File: src/rtl/drm_pkg.sv
package drm_pkg;

  typedef enum logic [1:0] {
    LS_INVALID     = 2'b00,
    LS_CLEAN       = 2'b01,
    LS_DIRTY_KEPT  = 2'b10,
    LS_DIRTY_EMPTY = 2'b11
  } line_st_t;

  typedef enum logic [1:0] {
    OP_FILL  = 2'b00,
    OP_EVICT = 2'b01,
    OP_STORE = 2'b10,
    OP_CLEAR = 2'b11
  } req_op_t;

  typedef struct packed {
    logic     do_rd;
    logic     do_wr;
    logic     upd;
    line_st_t nstate;
    logic     err;
  } plan_t;

  localparam plan_t PLAN_NONE = '{do_rd: 1'b0, do_wr: 1'b0, upd: 1'b0,
                                  nstate: LS_INVALID, err: 1'b0};

  // Queue pressure test kept apart so the bench can restate it directly.
  function automatic logic occ_at_limit(input logic [7:0] occ, input logic [7:0] thr);
    return occ >= thr;
  endfunction

  function automatic plan_t fill_plan(input logic writable, input logic congested);
    plan_t p;
    p = PLAN_NONE;
    p.do_rd = 1'b1;
    p.upd   = 1'b1;
    if (writable && congested) begin
      p.do_wr  = 1'b0;
      p.nstate = LS_DIRTY_EMPTY;
    end else begin
      p.do_wr  = 1'b1;
      p.nstate = LS_CLEAN;
    end
    return p;
  endfunction

  function automatic plan_t evict_plan(input line_st_t cur);
    plan_t p;
    p = PLAN_NONE;
    case (cur)
      LS_INVALID:     p.err = 1'b1;
      LS_CLEAN:       p.upd = 1'b1;
      LS_DIRTY_KEPT:  begin p.do_rd = 1'b1; p.do_wr = 1'b1; p.upd = 1'b1; end
      LS_DIRTY_EMPTY: begin p.do_wr = 1'b1; p.upd = 1'b1; end
      default:        p = PLAN_NONE;
    endcase
    p.nstate = LS_INVALID;
    return p;
  endfunction

  function automatic plan_t store_plan(input line_st_t cur);
    plan_t p;
    p = PLAN_NONE;
    if (cur == LS_INVALID) begin
      p.err = 1'b1;
    end else if (cur == LS_CLEAN) begin
      p.upd    = 1'b1;
      p.nstate = LS_DIRTY_KEPT;
    end
    return p;
  endfunction

endpackage

File: src/rtl/drm_line_table.sv
module drm_line_table
  import drm_pkg::*;
#(
  parameter int LINES = 8,
  localparam int IDX_W = (LINES > 1) ? $clog2(LINES) : 1
) (
  input  logic             clk,
  input  logic             rst_n,
  input  logic [IDX_W-1:0] rd_a_idx,
  output line_st_t         rd_a_st,
  input  logic [IDX_W-1:0] rd_b_idx,
  output line_st_t         rd_b_st,
  input  logic             wr_en,
  input  logic [IDX_W-1:0] wr_idx,
  input  line_st_t         wr_st
);

  line_st_t st_w [LINES];

  for (genvar i = 0; i < LINES; i++) begin : g_line
    line_st_t st_r;
    logic     hit;
    assign hit = wr_en && (wr_idx == IDX_W'(i));
    always_ff @(posedge clk) begin
      if (!rst_n)   st_r <= LS_INVALID;
      else if (hit) st_r <= wr_st;
    end
    assign st_w[i] = st_r;
  end

  assign rd_a_st = st_w[rd_a_idx];
  assign rd_b_st = st_w[rd_b_idx];

  // only a clean line may be turned into a dirty line with memory intact
  a_r5_kept_from_clean: assert property (@(posedge clk) disable iff (!rst_n)
    (wr_en && wr_st == LS_DIRTY_KEPT) |-> (st_w[wr_idx] == LS_CLEAN));

  // an invalid line never becomes dirty without a fill
  a_r12_invalid_no_dirty: assert property (@(posedge clk) disable iff (!rst_n)
    (wr_en && st_w[wr_idx] == LS_INVALID) |-> (wr_st != LS_DIRTY_KEPT));

endmodule

File: src/rtl/drm_policy.sv
module drm_policy
  import drm_pkg::*;
#(
  parameter int QW = 4
) (
  input  req_op_t         op,
  input  line_st_t        cur,
  input  logic            writable,
  input  logic [QW-1:0]   q_occ,
  input  logic [QW-1:0]   q_thresh,
  output plan_t           plan
);

  logic congested;
  assign congested = occ_at_limit(8'(q_occ), 8'(q_thresh));

  always_comb begin
    case (op)
      OP_FILL:  plan = fill_plan(writable, congested);
      OP_EVICT: plan = evict_plan(cur);
      OP_STORE: plan = store_plan(cur);
      default:  plan = PLAN_NONE;
    endcase
  end

endmodule

File: src/rtl/drm_cmd_seq.sv
module drm_cmd_seq #(
  parameter int ADDR_W = 12,
  parameter int CNT_W  = 8
) (
  input  logic              clk,
  input  logic              rst_n,
  input  logic              start,
  input  logic              start_clear,
  input  logic              start_rd,
  input  logic              start_wr,
  input  logic [ADDR_W-1:0] start_addr,
  input  logic [CNT_W-1:0]  start_cnt,
  output logic              cmd_valid,
  input  logic              cmd_ready,
  output logic              cmd_write,
  output logic [ADDR_W-1:0] cmd_addr,
  output logic              busy
);

  typedef enum logic [1:0] {SQ_IDLE, SQ_RD, SQ_WR, SQ_CLR} sq_t;

  sq_t               st_q;
  logic              pend_wr_q;
  logic [ADDR_W-1:0] addr_q;
  logic [CNT_W-1:0]  remain_q;
  logic              fire;

  assign cmd_valid = (st_q != SQ_IDLE);
  assign cmd_write = (st_q == SQ_WR);
  assign cmd_addr  = addr_q;
  assign busy      = cmd_valid;
  assign fire      = cmd_valid && cmd_ready;

  always_ff @(posedge clk) begin
    if (!rst_n) begin
      st_q      <= SQ_IDLE;
      pend_wr_q <= 1'b0;
      addr_q    <= '0;
      remain_q  <= '0;
    end else begin
      case (st_q)
        SQ_IDLE: if (start) begin
          addr_q    <= start_addr;
          pend_wr_q <= start_wr;
          remain_q  <= start_cnt;
          if (start_clear)   st_q <= SQ_CLR;
          else if (start_rd) st_q <= SQ_RD;
          else               st_q <= SQ_WR;
        end
        SQ_RD: if (fire) st_q <= pend_wr_q ? SQ_WR : SQ_IDLE;
        SQ_WR: if (fire) st_q <= SQ_IDLE;
        SQ_CLR: if (fire) begin
          addr_q   <= addr_q + 1'b1;
          remain_q <= remain_q - 1'b1;
          if (remain_q == CNT_W'(1)) st_q <= SQ_IDLE;
        end
        default: st_q <= SQ_IDLE;
      endcase
    end
  end

  // a stalled command keeps its type and address
  a_r10_cmd_hold: assert property (@(posedge clk) disable iff (!rst_n)
    (cmd_valid && !cmd_ready) |=> (cmd_valid && $stable(cmd_write) && $stable(cmd_addr)));

  // a regenerating write follows its read at the same address
  a_r2_regen_same_addr: assert property (@(posedge clk) disable iff (!rst_n)
    (fire && st_q == SQ_RD && pend_wr_q) |=> (cmd_valid && cmd_write && $stable(cmd_addr)));

  // a clear sequence is never entered or kept with nothing left to erase
  a_r9_clear_count_live: assert property (@(posedge clk) disable iff (!rst_n)
    (st_q == SQ_CLR) |-> (remain_q != '0));

endmodule

File: src/rtl/drm_cycle_ctrl.sv
module drm_cycle_ctrl
  import drm_pkg::*;
#(
  parameter int LINES  = 8,
  parameter int ADDR_W = 12,
  parameter int CNT_W  = 8,
  parameter int QW     = 4,
  localparam int IDX_W = (LINES > 1) ? $clog2(LINES) : 1
) (
  input  logic              clk,
  input  logic              rst_n,
  input  logic              req_valid,
  input  logic [1:0]        req_op,
  input  logic [IDX_W-1:0]  req_slot,
  input  logic [ADDR_W-1:0] req_addr,
  input  logic              req_writable,
  input  logic [CNT_W-1:0]  req_count,
  input  logic [QW-1:0]     q_occ,
  input  logic [QW-1:0]     q_thresh,
  input  logic [IDX_W-1:0]  look_slot,
  output logic [1:0]        look_state,
  output logic              busy,
  output logic              err,
  output logic              cmd_valid,
  input  logic              cmd_ready,
  output logic              cmd_write,
  output logic [ADDR_W-1:0] cmd_addr
);

  req_op_t  op;
  line_st_t cur_st;
  line_st_t look_st;
  plan_t    plan;
  logic     acc;
  logic     acc_evict;
  logic     seq_start;
  logic     is_clear;
  logic     err_q;

  assign op        = req_op_t'(req_op);
  assign is_clear  = (op == OP_CLEAR);
  assign acc       = req_valid && ((op == OP_STORE) || !busy);
  assign acc_evict = acc && (op == OP_EVICT);
  assign seq_start = acc && (is_clear ? (req_count != '0) : (plan.do_rd || plan.do_wr));

  drm_line_table #(.LINES(LINES)) u_table (
    .clk      (clk),
    .rst_n    (rst_n),
    .rd_a_idx (req_slot),
    .rd_a_st  (cur_st),
    .rd_b_idx (look_slot),
    .rd_b_st  (look_st),
    .wr_en    (acc && plan.upd),
    .wr_idx   (req_slot),
    .wr_st    (plan.nstate)
  );

  drm_policy #(.QW(QW)) u_policy (
    .op       (op),
    .cur      (cur_st),
    .writable (req_writable),
    .q_occ    (q_occ),
    .q_thresh (q_thresh),
    .plan     (plan)
  );

  drm_cmd_seq #(.ADDR_W(ADDR_W), .CNT_W(CNT_W)) u_seq (
    .clk         (clk),
    .rst_n       (rst_n),
    .start       (seq_start),
    .start_clear (is_clear),
    .start_rd    (plan.do_rd),
    .start_wr    (plan.do_wr),
    .start_addr  (req_addr),
    .start_cnt   (req_count),
    .cmd_valid   (cmd_valid),
    .cmd_ready   (cmd_ready),
    .cmd_write   (cmd_write),
    .cmd_addr    (cmd_addr),
    .busy        (busy)
  );

  always_ff @(posedge clk) begin
    if (!rst_n) err_q <= 1'b0;
    else        err_q <= acc && plan.err;
  end

  assign err        = err_q;
  assign look_state = look_st;

  // a clean eviction leaves the command port idle
  a_r6_clean_evict_silent: assert property (@(posedge clk) disable iff (!rst_n)
    (acc_evict && cur_st == LS_CLEAN) |=> !cmd_valid);

  // eviction of a line whose memory is empty starts with a write
  a_r7_empty_evict_write: assert property (@(posedge clk) disable iff (!rst_n)
    (acc_evict && cur_st == LS_DIRTY_EMPTY) |=> (cmd_valid && cmd_write && cmd_addr == $past(req_addr)));

  // touching an invalid line raises the error pulse next cycle
  a_r12_err_follows_invalid: assert property (@(posedge clk) disable iff (!rst_n)
    (acc && (op == OP_EVICT || op == OP_STORE) && cur_st == LS_INVALID) |=> err);

  // a request refused while busy leaves the command in flight untouched
  a_r11_busy_keeps_cmd: assert property (@(posedge clk) disable iff (!rst_n)
    (busy && !cmd_ready && req_valid && op != OP_STORE) |=> (cmd_valid && $stable(cmd_addr)));

endmodule

File: config.mk
export PLATFORM = sky130hd
export DESIGN_NAME = drm_cycle_ctrl
export DESIGN_NICKNAME = d
export VERILOG_FILES = /design/src/rtl/drm_pkg.sv /design/src/rtl/drm_line_table.sv /design/src/rtl/drm_policy.sv /design/src/rtl/drm_cmd_seq.sv /design/src/rtl/drm_cycle_ctrl.sv
export SDC_FILE = /design/constraint.sdc
export NUM_CORES = 1
export LEC_CHECK = 0
export BUFFER_PORTS_ARGS = -buffer_cell sky130_fd_sc_hd__buf_2
export CORE_MARGIN = 4
export CORE_UTILIZATION = 44
export DETAILED_ROUTE_END_ITERATION = 16
export PLACE_DENSITY = 0.67
export SLEW_MARGIN = 20
export SYNTH_ARGS = -nofsm -noshare
export SYNTH_HDL_FRONTEND = slang
export SYNTH_SLANG_ARGS = --single-unit
File: constraint.sdc
create_clock -name clk -period 2.6 [get_ports clk]
set_clock_uncertainty 0.1 [all_clocks]
set_input_delay 0 -clock clk [delete_from_list [all_inputs] [get_ports clk]]
set_output_delay 0 -clock clk [all_outputs]
set_load 0.02 [all_outputs]
==> summary.md, run 1 <==
The tools report the global placement routability congestion as 0.790. Summed over all cells, the static leakage comes to 1.42 nW. In this run, synthesis produced a sequential element count of 40. STA classifies the critical path endpoint as a flip-flop. Including well taps, the total number of placed cells is 440. The buffer cell driving the clock tree root was sky130_fd_sc_hd__clkbuf_8. Pin placement for this block handled 59 I/O pins. The number of instances resized during post-cts repair was 0.

The pin count of the biggest net entering global routing is 54, and the total wirelength of the detailed-routed design is 7.18 mm. At the worst endpoint, the required time is 2.69 ns. For the pin with the worst max-slew slack, the measured transition is 0.536 ns.

The count of hold-fix buffers inserted at cts is 17, and the die height is 85.4 um. The share of the cycle needed by the critical path after routing came out at 0.897. The final cell count without fillers was 464; the horizontal die dimension was 85.4 um.

Grouping stages by cell kind, the critical path spends the most delay in compound AO/OA/AOI/OAI gates. The run gives 0.336 as the global routing met2 resource utilization. The H-tree generated during clock tree synthesis spans 2 levels. The vias after detailed routing was 2722; the residual DRC count was 0. In this run, distinct cell masters in the synthesized netlist total 58.

The first detailed-routing pass took 7 iterations. The startpoint identified for the worst hold timing path is req_addr[0]. The cell area power density was 479 mW/mm2; the count of mapped cells out of synthesis was 324.

Setup repair after global routing left no endpoint under its margin. The worst setup slack for register-to-register paths was 0.32 ns; the largest voltage drop on the vdd net was 0.255 mV. The share of synthesized registers carrying an async set or reset was 0.

Counting cells, the worst reg-to-reg path comes to 6. The initialized floorplan defines 27 standard-cell rows. Static timing analysis puts the maximum clock frequency at 0.429 GHz. Relative to the synthesized area, the layout overhead comes to 23.2%. The fraction of the yosys area taken by sequential cells was 0.303; the total setup buffers inserted after CTS was 0. The final layout contains 440 nets. Summed over all layers, the global routing overflow is 0.

Yosys instantiated no cell more often than sky130_fd_sc_hd__nand2_1. The run gives 0.00568 mm2 as the placeable core region. The tools report the sort of element at the start of the critical path as a primary input.

In this run the tool buffered the top-level ports with 58 buffer cells. In this run, synthesis inferred 0 flip-flops with an integrated enable. Clock latency on the worst-skew pair, taken at its later pin, is 0.29 ns. For this run, the slowest stage of the critical path takes 0.54 ns.

The final critical delay including setup and external delays is 2.33 ns, and the top-area cell type share of the netlist area is 0.303. In the final routed layout, each cell accounts on average for 15.5 um. In the synthesized netlist the dominant register cell turns out to be sky130_fd_sc_hd__dfxtp_1. The library cell with the largest summed area after synthesis is sky130_fd_sc_hd__dfxtp_1. The endpoint of the most critical register-to-register path was u_table.g_line[5].st_r[0].

The logs give 144 for the initial DRC count and 0.0108 ns for the final hold slack. The headroom to the max-slew limit was 0.640. For the worst setup path, the data arrival time is 2.42 ns. 0 antenna diodes ended up in the layout. After clock tree synthesis, the clock-pin slew on the worst setup and hold paths is 0.08 ns. The busiest layer in global routing is met2.

The number of global-route vias before repair was 2594. The number of nets produced by synthesis is 372. The HPWL reported at the end of detailed placement came out at 5.02 mm.

TritonCTS built the clock tree. For the hold violation count in the final report, the log shows 0. The total track usage was 0.205; the post-route setup TNS was 0 ns.

The logs give 0.0447 for the met3 capacity usage during global routing and 40 for the sink count of the clock tree. The worst hold path passes through 4 cells. In the post-route analysis, the smallest setup slack over all paths is 0.267 ns.

The path class of the tightest hold or removal check is in2reg. The run gives 0.270 as the fraction of met1 tracks used by global routing. The floorplan step defined a die boundary enclosing 0.00730 mm2.

The synthesized netlist occupies a cell area of 0.00264 mm2. Library cell contributing the largest single delay on the critical path: sky130_fd_sc_hd__dlygate4sd3_1. The number of max-slew violations in the final report was 0.

The tools report the warning count from the yosys run as 0. The buffer levels on the longest clock path is 2, and the worst path buffer plus inverter count is 3. Ranked by total cell area, the synthesized netlist is headed by sky130_fd_sc_hd__dfxtp_1 (30%), sky130_fd_sc_hd__nand2_1 (7.8%), sky130_fd_sc_hd__o211ai_1 (4.6%). Of all nets on the critical path, the largest fanout is 40.

The terminating pin of the worst hold path was u_seq.cmd_addr[0]. The flow ran to the end, and the final reports show no timing, DRC or antenna violations. Prior to clock tree synthesis, the placed netlist has a worst setup slack of 0.294 ns.

Setup violations remaining at the end of the flow were counted as 0. The commonest cells after synthesis are sky130_fd_sc_hd__nand2_1 (55), sky130_fd_sc_hd__dfxtp_1 (40), sky130_fd_sc_hd__a21oi_1 (18), sky130_fd_sc_hd__nor2_1 (18), sky130_fd_sc_hd__o21ai_0 (18). Dividing the detail-routed via count by the number of cells gives 5.87. The count of nets left with antenna violations once routing finished came out at 0. The tools report the initial core utilization as 0.465.

The synthesized area per cell works out to 8.14 um2. The first global-routing pass estimated 12.4 mm of wire. Counting the buffers created by CTS gives 5. The fraction of layout instances using a drive strength above 1 was 0.230. The worst register-to-register path begins at u_table.g_line[3].st_r[1]. The class of the most critical setup path is in2reg.

Number of antenna violations at the first check in global routing: 0. The run gives 0 as the max-cap check violation count. Walking the worst path, the cells encountered are dlygate4sd3_1 > buf_2 > or4_1 > o21ai_0 > a21o_1 > a2bb2oi_2 > buf_12 > nor2_1 > o221a_2.
==> layout by cell type (no fill, tap or decap), types with 12 or more instances in the layout <==
cell type and n:
sky130_fd_sc_hd__nand2_1 55, sky130_fd_sc_hd__a21oi_1 18, sky130_fd_sc_hd__dfxtp_1 40, sky130_fd_sc_hd__inv_1 12
sky130_fd_sc_hd__buf_2 58, sky130_fd_sc_hd__o211ai_1 16, sky130_fd_sc_hd__nor2_1 18, sky130_fd_sc_hd__and2_1 13
sky130_fd_sc_hd__dlygate4sd3_1 17, sky130_fd_sc_hd__o21ai_0 18
==> area by class of cell <==
type	instances	area (um2)
sequential	40	801
fill	532	2420
timing repair buffer	82	526
inverter	12	45.0
tap	72	90.1
clock buffer	7	96.3
multi-input combinational	251	1690
==> report_power, final <==
group          total, mW  internal [mW]  switching (mW)
combinational      0.414          0.174           0.240
clock              0.449          0.237           0.213
sequential         0.693          0.651          0.0420
==> sequential cells by signal, summed over array words and instances, names as in the netlist <==
signal	count
u_table.g_line.st_r	16
u_seq.cmd_addr	12
u_seq.remain_q	8
u_seq.st_q	2
err	1
u_seq.pend_wr_q	1
==> logic make-up (layout without fill, tap and decap cells) <==
kind of cell,count (synthesis),count (layout),share of synthesized area
compound gates,110,110,0.308
fa+ha+maj,7,7,0.0332
buf+inv,33,101,0.0545
flops,40,40,0.303
mux,12,12,0.0702
simple gates,122,122,0.230
==> stage by stage <==
stage	power (mW)	utilization	instance area [um2]
floorplan	0.975	-	2640
global placement	1.09	0.526	2990
detailed placement	1.10	0.526	2990
CTS	1.57	0.573	3250
global route	1.65	0.573	3250
finish	1.56	0.573	3250
==> how the worst max path moves through the flow <==
stage                   from                        end  slack [ns]  cells after the start
6_report        req_count[1]          u_seq.cmd_addr[0]        0.27                      9
5_1_grt         req_count[1]          u_seq.cmd_addr[0]        0.14                      9
4_1_cts         req_count[2]          u_seq.cmd_addr[0]        0.28                      9
3_5_place_dp     req_slot[1]  u_table.g_line[5].st_r[0]        0.29                      7
3_3_place_gp     req_slot[1]  u_table.g_line[0].st_r[0]        0.31                      7
2_1_floorplan  u_seq.st_q[0]          u_seq.cmd_addr[9]        0.44                      7
==> worst reg2reg max path, stage by stage (launching register included) <==
cell	delay (ns)
sky130_fd_sc_hd__dfxtp_1	0.34
sky130_fd_sc_hd__mux4_2	0.45
sky130_fd_sc_hd__nand2b_4	0.16
sky130_fd_sc_hd__and2_4	0.16
sky130_fd_sc_hd__nor4_4	0.48
sky130_fd_sc_hd__o211ai_1	0.22
sky130_fd_sc_hd__a32o_1	0.29
==> per-layer routing <==
metal,vias up,share of wire
met5,-,0
met4,0,0.014
met3,9,0.070
met2,107,0.47
met1,1267,0.44
li1,1339,-
No activity file was read; power rests on OpenSTA's default activity.
==> run 2, diff against run 1 <==
--- a/config.mk
+++ b/config.mk
@@ -10,6 +10,7 @@
 export CORE_UTILIZATION = 44
 export DETAILED_ROUTE_END_ITERATION = 16
 export PLACE_DENSITY = 0.67
+export SETUP_SLACK_MARGIN = 0.4
 export SLEW_MARGIN = 20
 export SYNTH_ARGS = -nofsm -noshare
 export SYNTH_HDL_FRONTEND = slang
==> run 2 against run 1 <==
  * Maximum frequency grew 11%
  * Design area grew 1.7%
  * First-iteration DRC count shrank 0.69%
  * Routed wire length grew 1.8%
  * Via count is essentially flat
==> summary.md, run 2 (synthesis gave the netlist of run 1 again) <==
The run finished with clean final reports. Ranked by flip-flop count, first place goes to u_table.g_line.st_r. The run gives 54 as the pin count of the biggest net entering global routing. Summed over all nets, the half-perimeter wirelength after detailed placement is 5.02 mm. Data arrival time of the critical path: 2.19 ns. For the number of antenna violations at the first check in global routing, the log shows 0. The growth of design area from synthesis to finish is 25.3%. CTS placed an instance of sky130_fd_sc_hd__clkbuf_8 at the clock tree root. The die is 85.4 um wide. Initial core utilization: 0.465. For the pin with the worst max-slew slack, the measured transition is 0.516 ns. The cell area power density works out to 475 mW/mm2. The critical path's largest stage delay was 0.39 ns.

The library cell used most frequently in the layout, excluding fill and tap cells, is sky130_fd_sc_hd__buf_2. Of all nets on the critical path, the largest fanout is 9. The I/O pin count is 59. The logs give 5 for the first-pass detailed-route iteration total and 0.656 for the headroom to the max-slew limit. The tools report the total track usage as 0.204. Post-placement cell area: 0.00299 mm2. The tools report the fmax as 0.475 GHz. The final layout net count is 443. The logs give 0 for the max-cap check violation count and 2 for the buffer levels on the longest clock path.

After detailed routing, the wire length on met1 is 3.31 mm. The critical path in this run is classified as reg2reg. Clock latency on the worst-skew pair, taken at its later pin, is 0.29 ns. Number of max-slew violations in the final report: 0.

The library cell contributing the largest single delay on the critical path is sky130_fd_sc_hd__dfxtp_1. The repair_antennas step left the layout with diodes totalling 0. For the global placement routability congestion, the log shows 0.790. Highest metal layer with signal wires: met4. For the level count of the clock H-tree, the log shows 2.

Leaving out fill and tap cells, the most frequent cells in the layout are sky130_fd_sc_hd__buf_2 (58), sky130_fd_sc_hd__nand2_1 (55), sky130_fd_sc_hd__dfxtp_1 (40). The number of global-route vias before repair is 2581. Setup repair after global routing could not meet its margin everywhere.

Among cell families on the critical path, the largest total delay comes from compound AO/OA/AOI/OAI gates. For the number of antenna-violating nets in the routed design, the log shows 0. In the detailed route, the total length drawn on met3 is 415 um. The met2 routed wirelength was 3.50 mm.

The worst setup path is launched from a flip-flop. TritonCTS built the clock tree. After routing the design area is 0.00331 mm2. For this run the aggregate overflow at the end of global routing stands at 0. The count of input and output buffers works out to 58.

Detailed routing inserted a total of 2720 vias. Clock tree synthesis inserted a total of 5 buffers. The wire length of the first global-routing pass was 12.3 mm. After routing, the total negative slack on setup checks comes to 0 ns. Using the TritonRoute via totals, the vias-per-cell ratio works out to 5.82. The hold violation count in the final report was 0.

Fraction of layout instances using a drive strength above 1: 0.248. The first routing iteration left 143 violations. After floorplanning, the core was divided into 27 placement rows. Dividing the detail-routed wire length by the instance count gives 15.6 um.

The floorplan step defined a die boundary enclosing 0.00730 mm2. The share of the cycle needed by the critical path after routing works out to 0.810. The total wirelength of the detailed-routed design was 7.31 mm. The worst setup path is captured at a flip-flop. After clock tree synthesis, the clock-pin slew on the worst setup and hold paths is 0.08 ns. The final number of setup-violating endpoints came out at 0.

For flop-to-flop paths, the worst setup slack is 0.49 ns. At the worst endpoint, the required time is 2.68 ns. Hold timing on the final database bottoms out at a slack of 0.0121 ns. Clock tree synthesis found a total of 40 sinks.

The flip-flop count of the largest register after layout came out at 16. For the finished layout, the period the worst path requires is 2.11 ns. For the static power due to leakage, the log shows 1.44 nW.

The worst path buffer plus inverter count is 1. The worst hold path belongs to the class in2reg. The residual DRC count was 0. The die height is 85.4 um, and the largest voltage drop on the vdd net is 0.284 mV. The placeable core region was 0.00568 mm2. The signal on the critical path passes through or2_1 > or2_2 > a311oi_4 > buf_4 > o211ai_1 > a32o_1.
run 2: worst paths after layout:
| path | start | end | cells past startpoint |
|---|---|---|---|
| setup / recovery | u_seq.st_q[0] | u_table.g_line[7].st_r[0] | 6 |
| hold / removal | req_count[0] | u_seq.remain_q[0] | 5 |
| setup reg to reg | u_seq.st_q[0] | u_table.g_line[7].st_r[0] | 6 |
| hold reg to reg | u_seq.cmd_addr[11] | u_seq.cmd_addr[11] | 2 |
run 2: timing repair:
item                       CTS  global route
pin swaps                    1             5
hold endpoints to repair    18             0
buffers inserted             1             2
setup endpoints to repair    8            28
gates cloned                 0             0
gates resized for setup      0             6
hold buffers                17             0
run 2: final cells by class:
class / instances / area (um2)
fill: 514 / 2370
multi-input combinational: 251 / 1720
sequential: 40 / 801
timing repair buffer: 85 / 552
clock buffer: 7 / 96.3
tap: 72 / 90.1
inverter: 12 / 45.0
run 2: where the power goes:
| group | switching, mW | internal, mW |
|---|---|---|
| sequential | 0.0436 | 0.651 |
| combinational | 0.245 | 0.180 |
| clock | 0.214 | 0.237 |
| total | 0.503 | 1.07 |
run 2: worst min-delay path, cell delays in order:
cell	delay (ns)
sky130_fd_sc_hd__buf_2	0.09
sky130_fd_sc_hd__nand2_1	0.04
sky130_fd_sc_hd__nand2_1	0.05
sky130_fd_sc_hd__o21ai_0	0.07
sky130_fd_sc_hd__a21oi_1	0.10
run 2: routing by layer:
metal / vias to the layer above / global-route usage
li1: 1350 / -
met1: 1279 / 0.268
met2: 85 / 0.338
met3: 6 / 0.0437
met4: 0 / 0.0532
met5: - / 0
run 2: metrics by stage:
stage	setup WS [ns]	cells	utilization	power (mW)
finish	0.494	467	0.583	1.57
CTS	0.409	465	0.574	1.57
floorplan	0.444	324	-	0.975
global placement	0.315	440	0.526	1.09
global route	0.383	467	0.583	1.66
detailed placement	0.294	440	0.526	1.10
